File: src/rtl/lpcfg_pkg.sv
package lpcfg_pkg;

    // Held configuration: mode, direction and size code
    typedef struct packed {
        logic       limit_space;   // 1: reduced address space, 0: refresh-only
        logic       from_top;      // 1: region ends at the highest section
        logic [1:0] size_code;     // 11 quarter, 10 half, 01 three quarters, 00 full
    } lpcfg_t;

    localparam lpcfg_t LPCFG_DEFAULT = '{limit_space: 1'b0, from_top: 1'b0, size_code: 2'b00};

    // Number of quarters covered by a size code
    function automatic int unsigned quarters_of(input logic [1:0] code);
        return (code == 2'b00) ? 4 : (4 - int'(code));
    endfunction

endpackage

File: src/rtl/lpcfg_store.sv
module lpcfg_store
    import lpcfg_pkg::*;
(
    input  logic       clk,
    input  logic       rst_n,
    input  logic       wr_en,
    input  logic [4:0] wr_bits,
    output lpcfg_t     cfg_o
);

    lpcfg_t cfg_d;
    lpcfg_t cfg_q;

    always_comb begin
        cfg_d = cfg_q;
        if (wr_en && wr_bits[4]) begin
            cfg_d.limit_space = wr_bits[3];
            cfg_d.from_top    = wr_bits[2];
            cfg_d.size_code   = wr_bits[1:0];
        end
    end

    always_ff @(posedge clk or negedge rst_n) begin
        if (!rst_n) cfg_q <= LPCFG_DEFAULT;
        else        cfg_q <= cfg_d;
    end

    assign cfg_o = cfg_q;

endmodule

File: src/rtl/lpcfg_region_map.sv
module lpcfg_region_map
    import lpcfg_pkg::*;
#(
    parameter int unsigned SECTIONS = 4
) (
    input  lpcfg_t              cfg_i,
    output logic [SECTIONS-1:0] region_o
);

    localparam int unsigned PER_QUARTER = SECTIONS / 4;

    int unsigned sel_count;

    always_comb begin
        sel_count = PER_QUARTER * quarters_of(cfg_i.size_code);
    end

    for (genvar gi = 0; gi < SECTIONS; gi++) begin : g_sec
        always_comb begin
            if (cfg_i.from_top) region_o[gi] = (gi >= int'(SECTIONS - sel_count));
            else                region_o[gi] = (gi < int'(sel_count));
        end
    end

endmodule

File: src/rtl/lpcfg_range_check.sv
module lpcfg_range_check #(
    parameter int unsigned ADDR_W   = 20,
    parameter int unsigned SECTIONS = 4
) (
    input  logic [ADDR_W-1:0]   addr_i,
    input  logic [SECTIONS-1:0] region_i,
    input  logic                limit_i,
    output logic                in_range_o
);

    localparam int unsigned SEC_W = $clog2(SECTIONS);

    logic [SEC_W-1:0] sec_idx;

    always_comb begin
        sec_idx    = addr_i[ADDR_W-1 -: SEC_W];
        in_range_o = !limit_i || region_i[sec_idx];
    end

endmodule

File: src/rtl/lpcfg_space_reg.sv
module lpcfg_space_reg
    import lpcfg_pkg::*;
#(
    parameter int unsigned ADDR_W   = 20,
    parameter int unsigned SECTIONS = 4
) (
    input  logic                clk,
    input  logic                rst_n,
    input  logic                cfg_we,
    input  logic [4:0]          cfg_bits,
    input  logic [ADDR_W-1:0]   acc_addr,
    output logic [SECTIONS-1:0] refresh_mask,
    output logic                access_ok,
    output logic                space_limited
);

    lpcfg_t              cfg;
    logic [SECTIONS-1:0] region;

    lpcfg_store u_store (
        .clk     (clk),
        .rst_n   (rst_n),
        .wr_en   (cfg_we),
        .wr_bits (cfg_bits),
        .cfg_o   (cfg)
    );

    lpcfg_region_map #(.SECTIONS(SECTIONS)) u_map (
        .cfg_i    (cfg),
        .region_o (region)
    );

    lpcfg_range_check #(.ADDR_W(ADDR_W), .SECTIONS(SECTIONS)) u_range (
        .addr_i     (acc_addr),
        .region_i   (region),
        .limit_i    (cfg.limit_space),
        .in_range_o (access_ok)
    );

    assign refresh_mask  = region;
    assign space_limited = cfg.limit_space && (cfg.size_code != 2'b00);

endmodule

File: config.mk
export PLATFORM = sky130hd
export DESIGN_NAME = lpcfg_space_reg
export DESIGN_NICKNAME = d
export VERILOG_FILES = /design/src/rtl/lpcfg_pkg.sv /design/src/rtl/lpcfg_store.sv /design/src/rtl/lpcfg_region_map.sv /design/src/rtl/lpcfg_range_check.sv /design/src/rtl/lpcfg_space_reg.sv
export SDC_FILE = /design/constraint.sdc
export NUM_CORES = 1
export LEC_CHECK = 0
export ABC_AREA = 1
export BUFFER_PORTS_ARGS = -buffer_cell sky130_fd_sc_hd__buf_2
export CAP_MARGIN = 20
export CELL_PAD_IN_SITES_DETAIL_PLACEMENT = 1
export CELL_PAD_IN_SITES_GLOBAL_PLACEMENT = 2
export CORE_UTILIZATION = 11
export CTS_CLUSTER_DIAMETER = 30
export DETAILED_ROUTE_END_ITERATION = 12
export PLACE_DENSITY_LB_ADDON = 0.12
export RECOVER_POWER = 100
export SLEW_MARGIN = 25
export SYNTH_ARGS = -nofsm -noshare
export SYNTH_HDL_FRONTEND = slang
export SYNTH_HIERARCHICAL = 1
export SYNTH_SLANG_ARGS = --single-unit
File: constraint.sdc
create_clock -name clk -period 2.6 [get_ports clk]
set_clock_uncertainty 0.2 [all_clocks]
set_input_delay 0.13 -clock clk [delete_from_list [all_inputs] [get_ports clk]]
set_output_delay 0.13 -clock clk [all_outputs]
set_load 0.02 [all_outputs]
==> impl_metrics.json <==
{
  "num-fill-cells": 264,
  "synth_compound_area_share_pct": 6.32,
  "vias_per_cell": 3.49,
  "diodes": 0,
  "utilization_pct": 22.7,
  "synthTopCellsByCount": "nand2_1, nand3_1, inv_1, dfrtp_1, o21ai_1",
  "synth_edf_count": 0,
  "crit_path_end_kind": "output pin",
  "cp_num_cells": 6,
  "ys_seq_area_share_pct": 42.1,
  "critPathKind": "flop to output pin",
  "muxShareOfSynthArea_pct": 0,
  "core_area_um2": 2000,
  "worstRegToRegCells": 2,
  "dieWidth_um": 48.5,
  "yosysWarnings": 6,
  "relSlewSlack_pct": 83.9,
  "finalHoldViolCount": 0,
  "r2r_start": "u_store/cfg_o[1]",
  "slowest_delay_ns": 0.42,
  "die_h_um": 48.5,
  "worst-path-buf-inv": 1,
  "drt-wirelength-per-cell_um": 8.01,
  "syn_avg_cell_area_um2": 6.43,
  "synth.area.top_cells": "dfrtp_1, nand2_1, nand3_1",
  "fin_crit_sh_pct": 66.6,
  "power.density_nw_per_um2": 501,
  "p_leak_nw": 0.229,
  "root_buffer": "clkbuf_4",
  "grt_remaining_overflow": 0,
  "synth_top_area_share_pct": 42.1,
  "r2r_slack_ns": 1.71,
  "multi_input_area_um2": 119,
  "num_vias": 318,
  "postSynth.asyncResetShare_pct": 100,
  "setup_tns_ns": 0,
  "peakVddDrop_mv": 0.0757,
  "path_clk_slew_ns": 0.04,
  "place_inst": 79,
  "synth_xor_area_share_pct": 0,
  "final-seq-area_um2": 100,
  "worst_slack_ns": 0.869,
  "ctsLongestPathBuffers": 2,
  "cp_cell_sequence": "o21ai_0 -> nand2_1 -> nand3_1 -> nand2_1 -> nand2_1 -> clkbuf_1",
  "yosysMostFrequentCell": "nand2_1",
  "grt_first_pass_wirelength_mm": 1.17,
  "grt_antenna_before_repair": 0,
  "synth_cell_type_count": 7,
  "drtPass1Iterations": 1,
  "syn_nets": 65,
  "grt_max_degree": 7,
  "cts_tree": "built",
  "htreeDepth": 1,
  "rows": 16,
  "drive_above_1_share_pct": 23.4,
  "cp_top_family": "flip-flops",
  "synth-seq-cells": 4,
  "synth_area_leader_cell": "dfrtp_1",
  "cp_slowest_cell": "dfrtp_1",
  "largest_register_ffs": 4,
  "io_buffers": 15,
  "drv_cap": 0,
  "synth_ff_type": "dfrtp_1",
  "gp_congestion": 0.616,
  "grt_pass1_vias": 302,
  "power_uw": 228,
  "synthToLayoutAreaGrowth_pct": 91.1,
  "cts_made_buffers": 3,
  "insertion_delay_ns": 0.23,
  "finalSetupViolCount": 0,
  "placed_area_um2": 347,
  "synth_top_family_by_area": "simple AND/OR/NAND/NOR gates",
  "initial_core_util_pct": 11.9,
  "status": "completed",
  "cp.required_ns": 2.27,
  "fin_crit_ns": 1.73,
  "finalNetCount": 94,
  "design_area_um2": 454,
  "stdcell_count": 91,
  "worstMarginPinSlew_ns": 0.239,
  "slew_violations": 0,
  "yosys.area_share.simple_pct": 43.7,
  "grt_usage_pct": 6.89,
  "worst_hold_slack_ns": 0.0618,
  "synth_fa_ha_area_share_pct": 0,
  "drt_iter0_markers": 0,
  "pre_cts_ws_ns": 1.23,
  "r2r_end": "u_store/cfg_o[1]",
  "cpMostUsedCell": "nand2_1",
  "rsz0062_at_grt": "false",
  "dieArea_um2": 2350,
  "dp_hpwl_um": 567,
  "drt-total-wl_um": 729,
  "synthCells": 37,
  "cts.sinks": 4,
  "worst-path-max-fanout": 6,
  "remaining_drc_errors": 0,
  "cp-start-kind": "flop",
  "max_freq_mhz": 578,
  "hp-class": "input port to asynchronous set/reset pin",
  "io_pins": 34,
  "netlist_area_um2": 238,
  "antenna_left": 0,
  "cp_data_arrival_time_ns": 1.40,
  "post_cts_buffers": 0
}
## cells by family after synthesis
kind of cell,after synthesis
and+or+nand+nor,25
buffers and inverters,5
DFF,4
AOI/OAI and AO/OA,3
## power breakdown
part	switching (mW)	leakage (nW)	internal (mW)
clock	0.0228	0.0138	0.0514
combinational	0.0432	0.166	0.0301
sequential	0.00951	0.0495	0.0705
## timing repair
action / CTS / global route
gates resized for setup: 0 / 0
endpoints found under the hold margin: 8 / 0
hold buffers: 9 / 0
## worst max-delay path by stage
stage,start,endpoint,slack (ns)
detailed placement,u_store/cfg_o[1],access_ok,1.23
finish,u_store/cfg_o[1],access_ok,0.87
CTS,u_store/cfg_o[1],access_ok,0.97
floorplan,u_store/cfg_o[0],access_ok,1.11
global route,u_store/cfg_o[1],access_ok,0.70
global placement,u_store/cfg_o[1],access_ok,1.20
## per-layer routing
metal	vias to the layer above	wire, µm	track usage, %
li1	171	-	-
met1	138	327	7.71
met2	9	373	10.6
met3	0	27	0.314
met4	0	0	8.82
met5	-	0	0
## layout make-up
cell class	count	area share, %
sequential	4	22.0
inverter	5	4.13
tap	27	7.44
timing repair buffer	24	35.3
multi-input combinational	28	26.2
clock buffer	3	4.96
## cell usage in the layout, fill, tap and decap left out, drive strengths merged
master	n
nand3	6
o21ai	3
inv	5
nor2	2
nand2	17
buf	11
clkbuf	7
dfrtp	4
dlygate4sd3	9
Power figures use the tool's default switching activity.
